==> src/rtl/ttc_pkg.sv <==
package ttc_pkg;
  localparam logic [1:0] LINK_2B = 2'd0;
  localparam logic [1:0] LINK_4B = 2'd1;

  localparam int USER_W = 5;

  typedef struct packed {
    logic              l1a;
    logic              bcr;
    logic              ecr;
    logic [USER_W-1:0] user;
    logic              bchan;
  } ttc_cmd_t;
endpackage

==> src/rtl/ttc_sym_map.sv <==
module ttc_sym_map
  import ttc_pkg::*;
(
  input  logic [1:0] link_mode,
  input  logic       bchan_sel,
  input  logic [7:0] sym,
  output ttc_cmd_t   cmd
);
  logic narrow;
  logic wide;
  logic [USER_W-1:0] user_w;

  assign narrow = (link_mode == LINK_2B);
  assign wide   = !narrow && (link_mode != LINK_4B);

  assign user_w[0] = !narrow && !bchan_sel && sym[3];

  // upper nibble becomes user strobes 1..4 on the 8-bit link
  for (genvar i = 1; i < USER_W; i++) begin : g_user
    assign user_w[i] = wide && sym[3+i];
  end

  always_comb begin
    cmd       = '0;
    cmd.l1a   = sym[0];
    cmd.bcr   = !narrow && sym[1];
    cmd.ecr   = !narrow && sym[2];
    cmd.user  = user_w;
    cmd.bchan = narrow ? sym[1] : (bchan_sel && sym[3]);
  end
endmodule

==> src/rtl/ttc_bc_counter.sv <==
module ttc_bc_counter #(
  parameter int BCID_W = 12,
  parameter int BC_MAX = 3563,
  parameter int EVT_W  = 24
) (
  input  logic              clk,
  input  logic              rst_n,
  input  logic              tick,
  input  logic              bcr,
  input  logic              ecr,
  input  logic              l1a,
  output logic [BCID_W-1:0] bcid,
  output logic [BCID_W-1:0] bcid_next,
  output logic [EVT_W-1:0]  evt_cnt
);
  localparam logic [BCID_W-1:0] LAST_BC = BCID_W'(BC_MAX);

  always_comb begin
    if (bcr)
      bcid_next = '0;
    else if (bcid == LAST_BC)
      bcid_next = '0;
    else
      bcid_next = bcid + 1'b1;
  end

  always_ff @(posedge clk or negedge rst_n) begin
    if (!rst_n) begin
      bcid    <= '0;
      evt_cnt <= '0;
    end else if (tick) begin
      bcid    <= bcid_next;
      evt_cnt <= (ecr ? '0 : evt_cnt) + EVT_W'(l1a);
    end
  end
endmodule

==> src/rtl/ttc_bchan_rx.sv <==
module ttc_bchan_rx #(
  parameter int BCID_W = 12
) (
  input  logic              clk,
  input  logic              rst_n,
  input  logic              tick,
  input  logic              bit_in,
  input  logic              l1a,
  input  logic [BCID_W-1:0] l1a_bcid,
  output logic [BCID_W-1:0] rx_bcid,
  output logic              rx_valid,
  output logic              mismatch
);
  localparam int CNT_W = $clog2(BCID_W + 1);
  localparam logic [CNT_W-1:0] LAST_BIT = CNT_W'(BCID_W - 1);

  logic              busy;
  logic [CNT_W-1:0]  cnt;
  logic [BCID_W-1:0] shreg;
  logic [BCID_W-1:0] captured;
  logic [BCID_W-1:0] word;

  assign word = {shreg[BCID_W-2:0], bit_in};

  always_ff @(posedge clk or negedge rst_n) begin
    if (!rst_n) begin
      busy     <= 1'b0;
      cnt      <= '0;
      shreg    <= '0;
      captured <= '0;
      rx_bcid  <= '0;
      rx_valid <= 1'b0;
      mismatch <= 1'b0;
    end else begin
      rx_valid <= 1'b0;
      mismatch <= 1'b0;
      if (tick) begin
        if (l1a)
          captured <= l1a_bcid;
        if (!busy) begin
          busy <= bit_in;
          cnt  <= '0;
        end else begin
          shreg <= word;
          cnt   <= cnt + 1'b1;
          if (cnt == LAST_BIT) begin
            busy     <= 1'b0;
            rx_valid <= 1'b1;
            rx_bcid  <= word;
            mismatch <= (word != captured);
          end
        end
      end
    end
  end
endmodule

==> src/rtl/ttc_link_decoder.sv <==
module ttc_link_decoder
  import ttc_pkg::*;
#(
  parameter int BCID_W = 12,
  parameter int BC_MAX = 3563,
  parameter int EVT_W  = 24
) (
  input  logic              clk,
  input  logic              rst_n,
  input  logic [1:0]        link_mode,
  input  logic              bchan_sel,
  input  logic              sym_valid,
  input  logic [7:0]        sym_data,
  output logic              l1a_stb,
  output logic              bcr_stb,
  output logic              ecr_stb,
  output logic [USER_W-1:0] user_stb,
  output logic [BCID_W-1:0] bcid,
  output logic [EVT_W-1:0]  evt_cnt,
  output logic [BCID_W-1:0] rx_bcid,
  output logic              rx_valid,
  output logic              bcid_mismatch
);
  ttc_cmd_t          cmd;
  logic [BCID_W-1:0] bcid_next;

  ttc_sym_map u_map (
    .link_mode (link_mode),
    .bchan_sel (bchan_sel),
    .sym       (sym_data),
    .cmd       (cmd)
  );

  ttc_bc_counter #(
    .BCID_W (BCID_W),
    .BC_MAX (BC_MAX),
    .EVT_W  (EVT_W)
  ) u_cnt (
    .clk       (clk),
    .rst_n     (rst_n),
    .tick      (sym_valid),
    .bcr       (cmd.bcr),
    .ecr       (cmd.ecr),
    .l1a       (cmd.l1a),
    .bcid      (bcid),
    .bcid_next (bcid_next),
    .evt_cnt   (evt_cnt)
  );

  ttc_bchan_rx #(
    .BCID_W (BCID_W)
  ) u_rx (
    .clk      (clk),
    .rst_n    (rst_n),
    .tick     (sym_valid),
    .bit_in   (cmd.bchan),
    .l1a      (cmd.l1a),
    .l1a_bcid (bcid_next),
    .rx_bcid  (rx_bcid),
    .rx_valid (rx_valid),
    .mismatch (bcid_mismatch)
  );

  always_ff @(posedge clk or negedge rst_n) begin
    if (!rst_n) begin
      l1a_stb  <= 1'b0;
      bcr_stb  <= 1'b0;
      ecr_stb  <= 1'b0;
      user_stb <= '0;
    end else begin
      l1a_stb  <= sym_valid && cmd.l1a;
      bcr_stb  <= sym_valid && cmd.bcr;
      ecr_stb  <= sym_valid && cmd.ecr;
      user_stb <= sym_valid ? cmd.user : '0;
    end
  end
endmodule

==> config.mk <==
export PLATFORM = sky130hd
export DESIGN_NAME = ttc_link_decoder
export DESIGN_NICKNAME = d
export VERILOG_FILES = /design/src/rtl/ttc_pkg.sv /design/src/rtl/ttc_sym_map.sv /design/src/rtl/ttc_bc_counter.sv /design/src/rtl/ttc_bchan_rx.sv /design/src/rtl/ttc_link_decoder.sv
export SDC_FILE = /design/constraint.sdc
export NUM_CORES = 1
export LEC_CHECK = 0
export BUFFER_PORTS_ARGS = -buffer_cell sky130_fd_sc_hd__buf_2
export CAP_MARGIN = 25
export CORE_MARGIN = 2
export CORE_UTILIZATION = 56
export DETAILED_ROUTE_END_ITERATION = 7
export HOLD_SLACK_MARGIN = 0.06
export PLACE_DENSITY = 0.8
export SLEW_MARGIN = 0
export SYNTH_ARGS = -nofsm -noshare
export SYNTH_HDL_FRONTEND = slang
export SYNTH_SLANG_ARGS = --single-unit
==> constraint.sdc <==
create_clock -name clk -period 2.7 [get_ports clk]
set_clock_uncertainty 0.2 [all_clocks]
set_input_delay 0.405 -clock clk [delete_from_list [all_inputs] [get_ports clk]]
set_output_delay 0.405 -clock clk [all_outputs]
set_load 0.02 [all_outputs]
==> run metrics, run 1 <==
RSZ-0062 raised after global routing false; GR Overflow Total 0; vias in the first global route 2955; Worst-Skew Late Latency 0.36 ns; clock-pin slew on the worst setup and hold paths 0.09 ns; Post-DRT Antenna Nets 0; P per Cell Area 730 nW/um^2; Levels on crit path 6; crit path DAT 2.44 ns; Clock Sink Count 86; # H-tree levels 3; fin crit share 0.882; worst r2r path cells 6; Hold Crit Depth 2; Setup crit end kind flop; WS Path Type flop to flop; most frequent cells in the layout dfrtp_1, buf_2, nand2_1; min cycle time layout 2.38 ns; Hold Vio Cnt, Final 0; Crit path largest cell delay 0.52 ns; Buffers & Inverters on Critical Path 1; CTS root buf clkbuf_8; clock buffer count from CTS 9; Leak 2.28 nW; DPL Wire Length 6240 um; initial core utilization 0.573; GP Congestion 0.830; diode count 0; area growth from synthesis to layout 16.3%; Slew @ Worst Pin 0.589 ns; HP Class input port to flop; post-synth top area cell dfrtp_1; DIE AREA 8040 sq um; sequential-to-total area share from yosys stat 0.524; Gate Count Post-Synth 383; Row Count 31; Max FO, Critical Path 8; worst ir drop on vdd 0.400 mV; Yosys reg bits 86; final core occ 0.666; cell area after synthesis 4110 sq um; post-CTS sizing 0; max-slew violation count 0; nets 474; share of the synthesized area in the top cell type 0.524; startpoint types flop; final setup vio count 0; MaxCap Viol Count 0; IO Port Bufs 71; share of cells above drive strength 1 0.278; Synth warnings 0; top-level I/O count 72; delay-heaviest family, CP simple AND/OR/NAND/NOR gates; CP required 2.76 ns; synth unique cells 42; Syn Nets 401; synth top area cells dfrtp_1, xnor2_1, mux2_2, nand2_1, nand3_1; Post-route DRC 0; wire per inst 15.5 um; chip height 89.7 um; DR iter-0 viols 119; Max Fclk 420 MHz; status complete, no violations; largest net degree at the start of global routing 46; slew margin rel. 0.603; commonest non-fill, non-tap cell in the layout dfrtp_1; deepest clock path buffer count 2; Global Route Usage Sum 0.231; vias 3118; Worst path slowest cell or4b_4; first-pass detailed-route iteration total 4; initial antenna violation count 0; Core Area 7180 sq um; setup_tns 0 ns; syn avg cell area 10.7 sq um; Inst Count DP 543; WL final 8700 um; Finished Layout Cells 560; vias per cell 5.57; Die Width 89.7 um; CTS tree done; first-pass GRT wire length 14200 um; Cell Chain, Critical Path ha_1 > or4b_4 > o311ai_2 > buf_4 > nor4_1 > a21o_1
## power by group
| group | leakage, nW | total [mW] | switching, mW | internal [mW] |
|---|---|---|---|---|
| clock network | 0.0992 | 0.936 | 0.455 | 0.482 |
| registers | 1.14 | 1.73 | 0.211 | 1.52 |
| logic | 1.03 | 0.828 | 0.441 | 0.387 |
| total | 2.28 | 3.49 | 1.11 | 2.38 |
## worst register-to-register path, delay by kind of cell, from the launching register on
family,cells,cell delay [ns]
buffers and inverters,1,0.23
AOI/OAI and AO/OA,2,0.49
and+or+nand+nor,2,0.58
adders and majority gates,1,0.32
DFF,1,0.47
## logic make-up after synthesis
logic type | count (synthesis) | synth area share
flops | 86 | 0.524
fa+ha+maj | 4 | 0.0122
buf+inv | 33 | 0.0396
compound gates | 44 | 0.0737
xor+xnor | 42 | 0.0895
mux | 27 | 0.0734
simple gates | 147 | 0.188
## routing by layer
metal / up-vias / track usage / share of wire
met5: - / 0 / 0
li1: 1496 / - / -
met1: 1518 / 0.320 / 0.46
met2: 86 / 0.345 / 0.46
met4: 0 / 0.107 / 0.023
met3: 18 / 0.0539 / 0.056
## sequential cells by signal, summed over array words and instances, names as in the netlist
name	cells
u_rx.mismatch	1
u_rx.shreg	11
user_stb	5
u_rx.rx_bcid	12
u_rx.busy	1
u_cnt.bcid	12
bcr_stb	1
l1a_stb	1
u_rx.rx_valid	1
u_cnt.evt_cnt	24
u_rx.captured	12
u_rx.cnt	4
ecr_stb	1
## synthesized netlist by cell type, drive strengths merged
library cell / n
a21boi: 2
a21o: 5
a21oi: 3
and2: 4
and3: 9
and4: 7
and4b: 1
buf: 11
clkbuf: 8
dfrtp: 86
ha: 4
inv: 14
mux2: 25
mux2i: 2
nand2: 55
nand2b: 3
nand3: 21
nand4: 12
nor2: 7
nor3: 5
nor3b: 6
nor4: 9
o211ai: 2
o21a: 1
o21ai: 18
o221ai: 2
o22ai: 1
o311ai: 1
o31a: 1
o31ai: 8
or2: 1
or3: 5
or4b: 2
xnor2: 36
xor2: 6
## path summary, 6_finish.rpt
path                            slack, ns               to       startpoint
worst max-delay path                 0.32    u_cnt.bcid[8]    u_cnt.bcid[0]
worst min-delay path                 0.09      user_stb[3]      sym_data[6]
worst max register to register       0.32    u_cnt.bcid[8]    u_cnt.bcid[0]
worst min register to register       0.30  u_rx.rx_bcid[7]  u_rx.rx_bcid[7]
max in group asynchronous            1.31          l1a_stb            rst_n
min in group asynchronous            0.35  u_rx.rx_bcid[8]            rst_n
## metrics by stage
step	instance area (sq um)	setup WS [ns]	total power [mW]	hold WS [ns]
floorplan	4110	0.302	2.28	-0.0906
global placement	4560	0.276	2.53	0.220
detailed placement	4560	0.191	2.58	0.220
CTS	4780	0.307	3.51	0.0808
global route	4780	0.201	3.69	0.0795
finish	4780	0.320	3.49	0.0866
## what timing repair did
item	in CTS	in global routing
buffers inserted	0	0
hold endpoints to repair	41	0
hold buffers	1	0
## cell type report
| class | count | area (sq um) |
|---|---|---|
| Tap cell | 99 | 124 |
| Clock buffer | 12 | 155 |
| Multi-Input combinational cell | 264 | 1800 |
| Timing Repair Buffer | 81 | 448 |
| Clock inverter | 4 | 53.8 |
| Sequential cell | 86 | 2150 |
| Inverter | 14 | 52.6 |
| Fill cell | 570 | 2390 |
(Power assumes the default switching activity.)
==> run 2, diff against run 1 <==
--- a/config.mk
+++ b/config.mk
@@ -8,10 +8,10 @@
 export BUFFER_PORTS_ARGS = -buffer_cell sky130_fd_sc_hd__buf_2
 export CAP_MARGIN = 25
 export CORE_MARGIN = 2
-export CORE_UTILIZATION = 56
+export CORE_UTILIZATION = 60
 export DETAILED_ROUTE_END_ITERATION = 7
 export HOLD_SLACK_MARGIN = 0.06
-export PLACE_DENSITY = 0.8
+export PLACE_DENSITY = 0.85
 export SLEW_MARGIN = 0
 export SYNTH_ARGS = -nofsm -noshare
 export SYNTH_HDL_FRONTEND = slang
==> constraint.sdc (replaced) <==
create_clock -name clk -period 3 [get_ports clk]
set_clock_uncertainty 0.2 [all_clocks]
set_input_delay 0.45 -clock clk [delete_from_list [all_inputs] [get_ports clk]]
set_output_delay 0.45 -clock clk [all_outputs]
set_load 0.02 [all_outputs]
==> run metrics, run 2 (synthesis gave the netlist of run 1 again) <==
Met1 Wirelength 3890 um; CP required 3.05 ns; Clock Sink Count 86; vias 3098; Cell Chain, Critical Path ha_1 > or4b_4 > o31ai_2 > o21ai_0 > a21o_1; P per Cell Area 670 nW/um^2; nets 471; setup bufs post-CTS 0; min cycle time layout 2.35 ns; Leak 2.26 nW; WL final 8540 um; met2 WL post-DR 4100 um; length of routed met3 wiring 437 um; DPL Wire Length 6090 um; setup_tns 0 ns; slew margin rel. 0.463; Crit path largest cell delay 0.52 ns; chip height 86.8 um; Die Width 86.8 um; max-slew violation count 0; Worst-Skew Late Latency 0.36 ns; WS Path Type flop to flop; IO Port Bufs 71; crit path DAT 2.40 ns; Worst path slowest cell or4b_4; startpoint types flop; largest reg by FF count u_cnt.evt_cnt; Post-DRT Antenna Nets 0; Setup crit end kind flop; finished layout cell area 4740 sq um; Row Count 30; initial antenna violation count 0; diode count 0; worst ir drop on vdd 0.300 mV; DIE AREA 7530 sq um; status complete, no violations; CTS root buf clkbuf_8; max reg flops 24; most frequent cells in the layout dfrtp_1, buf_2, nand2_1; final setup vio count 0; commonest non-fill, non-tap cell in the layout dfrtp_1; post-CTS sizing 0; Core Area 6720 sq um; Hold Vio Cnt, Final 0; DR iter-0 viols 167; Slew @ Worst Pin 0.803 ns; initial core utilization 0.612; CTS tree done; clock buffer count from CTS 9; GP Congestion 0.872; Post-route DRC 0; deepest clock path buffer count 2; first-pass detailed-route iteration total 4; RSZ-0062 raised after global routing false; Max Fclk 425 MHz; # H-tree levels 3; share of cells above drive strength 1 0.271; top-level I/O count 72; wire per inst 15.9 um; vias in the first global route 2932; Hold-fix buffers, CTS 1; Max FO, Critical Path 7; clock-pin slew on the worst setup and hold paths 0.08 ns; area growth from synthesis to layout 15.3%; fin crit share 0.784; MaxCap Viol Count 0; Global Route Usage Sum 0.241; first-pass GRT wire length 14100 um; GR Overflow Total 0; uppermost layer routed met4; vias per cell 5.76; HP Class input port to flop; Area after DPL 4520 sq um; largest net degree at the start of global routing 48
run 2: changes by cell type in the layout (fill, tap and decap cells not counted), sizes merged:
| cell | delta |
|---|---|
| bufinv | +1 |
| clkbuf | -1 |
| buf | -3 |
| inv | -1 |
| clkinv | +1 |
run 2: cell type report:
| type | instances | area [sq um] |
|---|---|---|
| clock buffer | 11 | 131 |
| fill | 472 | 1980 |
| sequential | 86 | 2150 |
| timing repair buffer | 78 | 425 |
| tap | 80 | 100 |
| inverter | 14 | 52.6 |
| clock inverter | 5 | 83.8 |
| multi-input combinational | 264 | 1800 |
run 2: worst paths after layout:
path / start / end / slack, ns / cells past startpoint
max: u_cnt.bcid[0] / u_cnt.bcid[3] / 0.65 / 5
min: sym_data[4] / user_stb[1] / 0.14 / 2
max reg2reg: u_cnt.bcid[0] / u_cnt.bcid[3] / 0.65 / 5
min reg2reg: u_rx.rx_bcid[8] / u_rx.rx_bcid[8] / 0.30 / 1
max in group asynchronous: rst_n / u_cnt.evt_cnt[0] / 1.55 / 3
min in group asynchronous: rst_n / u_rx.rx_bcid[6] / 0.41 / 2
run 2: per-stage QoR:
stage          hold slack (ns)  power [mW]  utilization  std cells  setup WS (ns)
2_1_floorplan          -0.0456        2.05            -        383          0.557
3_3_place_gp             0.256        2.27        0.672        521          0.517
3_5_place_dp             0.265        2.31        0.672        521          0.437
4_1_cts                  0.135        3.19        0.706        538          0.660
5_1_grt                  0.128        3.34        0.706        538          0.523
6_report                 0.137        3.18        0.706        538          0.649
run 2: critical path: cells and delay by family, from the launching register on:
| kind | cells | cell delay, ns |
|---|---|---|
| compound gates | 3 | 0.76 |
| fa+ha+maj | 1 | 0.31 |
| flops | 1 | 0.46 |
| simple gates | 1 | 0.52 |
run 2: report_power, final:
group / internal [mW] / switching [mW] / total [mW]
Combinational: 0.344 / 0.391 / 0.735
Clock: 0.471 / 0.418 / 0.889
Sequential: 1.36 / 0.188 / 1.55
run 2: metal layers:
metal  track usage  up-vias
li1              -     1489
met1         0.329     1504
met2         0.382       94
met3        0.0648       11
met4        0.0696        0
met5             0        -
==> run 3, diff against run 2 <==
--- a/config.mk
+++ b/config.mk
@@ -5,13 +5,14 @@
 export SDC_FILE = /design/constraint.sdc
 export NUM_CORES = 1
 export LEC_CHECK = 0
+export ABC_AREA = 1
 export BUFFER_PORTS_ARGS = -buffer_cell sky130_fd_sc_hd__buf_2
 export CAP_MARGIN = 25
 export CORE_MARGIN = 2
-export CORE_UTILIZATION = 60
+export CORE_UTILIZATION = 56
 export DETAILED_ROUTE_END_ITERATION = 7
 export HOLD_SLACK_MARGIN = 0.06
-export PLACE_DENSITY = 0.85
+export PLACE_DENSITY = 0.79
 export SLEW_MARGIN = 0
 export SYNTH_ARGS = -nofsm -noshare
 export SYNTH_HDL_FRONTEND = slang
==> constraint.sdc (replaced) <==
create_clock -name clk -period 2.38 [get_ports clk]
set_clock_uncertainty 0.2 [all_clocks]
set_input_delay 0.357 -clock clk [delete_from_list [all_inputs] [get_ports clk]]
set_output_delay 0.357 -clock clk [all_outputs]
set_load 0.02 [all_outputs]
==> run metrics, run 3 <==
worst ir drop on vdd 0.328 mV; Setup crit end kind flop; Crit path largest cell delay 0.35 ns; GP Congestion 0.945; CP startpoint u_cnt.evt_cnt[0]; chip height 92.0 um; Post-DRT Antenna Nets 0; most frequent cell after synthesis nand2_1; Worst-Skew Late Latency 0.36 ns; setup_tns 0 ns; crit path DAT 2.04 ns; first-pass detailed-route iteration total 5; Max FO, Critical Path 5; Row Count 32; initial core utilization 0.570; syn avg cell area 8.10 sq um; max-slew violation count 0; Clock Power Share 0.285; Yosys reg bits 86; sequential share of power 0.505; MaxCap Viol Count 0; r2r setup slk 0.40 ns; Power Internal 2.44 mW; final setup vio count 0; RR Startpoint u_cnt.evt_cnt[0]; vias in the first global route 3742; worst r2r dst u_cnt.evt_cnt[16]; status complete, no violations; Post-route DRC 0; post-synth top area cell dfrtp_1; CTS tree done; cell area after synthesis 4340 sq um; initial antenna violation count 0; Worst Hold End user_stb[3]; WL final 9670 um; IO Port Bufs 71; diode count 0; vias 3762; wire per inst 13.3 um; # H-tree levels 3; Core Area 7610 sq um; WS Path Type flop to flop; DIE AREA 8470 sq um; largest net degree at the start of global routing 60; DR iter-0 viols 254; area growth from synthesis to layout 17.6%; min cycle time layout 1.98 ns; P per Cell Area 707 nW/um^2; leading cell types by count after synthesis nand2_1, dfrtp_1, inv_1; Clock Sink Count 86; max reg flops 24; sequential-to-total area share from yosys stat 0.496; sw power 1.17 mW; Global Route Usage Sum 0.251; Post-synth EDFFs 0; combinational power share 0.209; Die Width 92.0 um; DPL Wire Length 7040 um; clock buffer count from CTS 9; hold wc startpoint link_mode[1]; Cell Chain, Critical Path inv_1 > nor2_1 > ha_1 > ha_1 > nand2_1 > inv_1 > nand4_4 > nor2_4 > nand2_2 > nor2_2 > nand3_1 > nand2_1 > inv_1; GR Overflow Total 0; RSZ-0062 raised after global routing false; synth top area cells dfrtp_1, nand2_1, inv_1, o21ai_0, nand3_1; top-level I/O count 72; share of the synthesized area in the top cell type 0.496; Worst path slowest cell dfrtp_1; largest reg by FF count u_cnt.evt_cnt; CTS root buf clkbuf_8; CP required 2.44 ns; Synth warnings 0; Syn Nets 554; slew margin rel. 0.632; most frequent cells in the layout nand2_1, dfrtp_1, inv_1; Gate Count Post-Synth 536; startpoint types flop; Leak 2.72 nW; Worst Hold Slack 0.126 ns; first-pass GRT wire length 17000 um; Sw Share 0.325; synth unique cells 33; fin crit share 0.834; most frequent CP cell inv_1; clock-pin slew on the worst setup and hold paths 0.09 ns; Layout fillers 649; commonest non-fill, non-tap cell in the layout nand2_1; Main synth FF type dfrtp_1; Hold Crit Depth 3; worst r2r path cells 13; delay-heaviest family, CP simple AND/OR/NAND/NOR gates; vias per cell 5.17; Synth async-reset ratio 1.00; Slew @ Worst Pin 0.551 ns; share of cells above drive strength 1 0.192; Hold Vio Cnt, Final 0; Buffers & Inverters on Critical Path 3; HP Class input port to flop; nets 638; deepest clock path buffer count 2; Max Fclk 504 MHz
## run 3: changes by cell type after synthesis, sizes merged, moves of 6 or more
| cell | before | now |
|---|---|---|
| o21ai | 18 | 44 |
| nand3b | 0 | 6 |
| inv | 14 | 71 |
| nand2 | 55 | 161 |
| nand3 | 21 | 36 |
| nor3 | 5 | 14 |
| mux2 | 25 | 0 |
| o31ai | 8 | 0 |
| and3 | 9 | 1 |
| xnor2 | 36 | 12 |
| nor2 | 7 | 48 |
| nor4 | 9 | 0 |
| and4 | 7 | 0 |
## run 3: worst max-delay path by stage
stage / endpoint / slack [ns] / depth (start not counted)
2_1_floorplan: u_cnt.evt_cnt[12] / 0.23 / 14
3_3_place_gp: u_cnt.evt_cnt[20] / 0.15 / 15
3_5_place_dp: u_cnt.evt_cnt[12] / 0.11 / 15
4_1_cts: u_cnt.evt_cnt[12] / 0.41 / 13
5_1_grt: u_cnt.bcid[10] / 0.19 / 8
6_report: u_cnt.evt_cnt[16] / 0.40 / 13
## run 3: timing repair
item                      4_1_cts  5_1_grt
setup buffers                   0        0
gates resized for setup         0        0
hold buffers                    7        0
hold endpoints to repair       32        0
## run 3: layout make-up
| class | instances | area (sq um) | area share |
|---|---|---|---|
| Tap cell | 102 | 128 | 0.0250 |
| Inverter | 73 | 274 | 0.0537 |
| Clock inverter | 6 | 62.6 | 0.0123 |
| Clock buffer | 10 | 128 | 0.0250 |
| Timing Repair Buffer | 87 | 520 | 0.102 |
| Sequential cell | 86 | 2150 | 0.422 |
| Multi-Input combinational cell | 363 | 1840 | 0.361 |
## run 3: power groups by stage
| stage | clock (mW) | sequential, mW | combinational [mW] |
|---|---|---|---|
| CTS | 1.05 | 1.82 | 0.763 |
| floorplan | 0 | 1.93 | 0.404 |
| finish | 1.03 | 1.82 | 0.756 |
| global placement | 0 | 1.84 | 0.728 |
| detailed placement | 0 | 1.85 | 0.751 |
| global route | 1.11 | 1.85 | 0.867 |
## run 3: worst min-delay path, cell delays in order
cell and delay [ns]:
buf_2 0.13, nand2_1 0.12, nor2_1 0.05
## run 3: kinds of logic (layout without fill, tap and decap cells)
family          count (synthesis)  count (layout)  share of synthesized area
compound gates                 52              52                     0.0646
xor+xnor                       22              22                     0.0444
fa+ha+maj                       4               4                     0.0115
buf+inv                        87             176                     0.0799
flops                          86              86                      0.496
simple gates                  285             285                      0.304
## run 3: metrics by stage
step                       util  instances  area (sq um)  setup WS [ns]  total power, mW
after floorplan               -        536          4340          0.230             2.33
after global placement    0.637        704          4840          0.145             2.56
after detailed placement  0.637        704          4840          0.109             2.60
after CTS                 0.671        727          5100          0.410             3.63
after global routing      0.671        727          5100          0.189             3.83
final                     0.671        727          5100          0.396             3.61
## run 3: layer usage
| layer | share of wire | GRT usage | vias up | routed length (um) |
|---|---|---|---|---|
| li1 | - | - | 1859 | - |
| met1 | 0.46 | 0.347 | 1743 | 4430 |
| met2 | 0.46 | 0.389 | 144 | 4450 |
| met3 | 0.068 | 0.0468 | 16 | 656 |
| met4 | 0.014 | 0.109 | 0 | 138 |
| met5 | 0 | 0 | - | 0 |
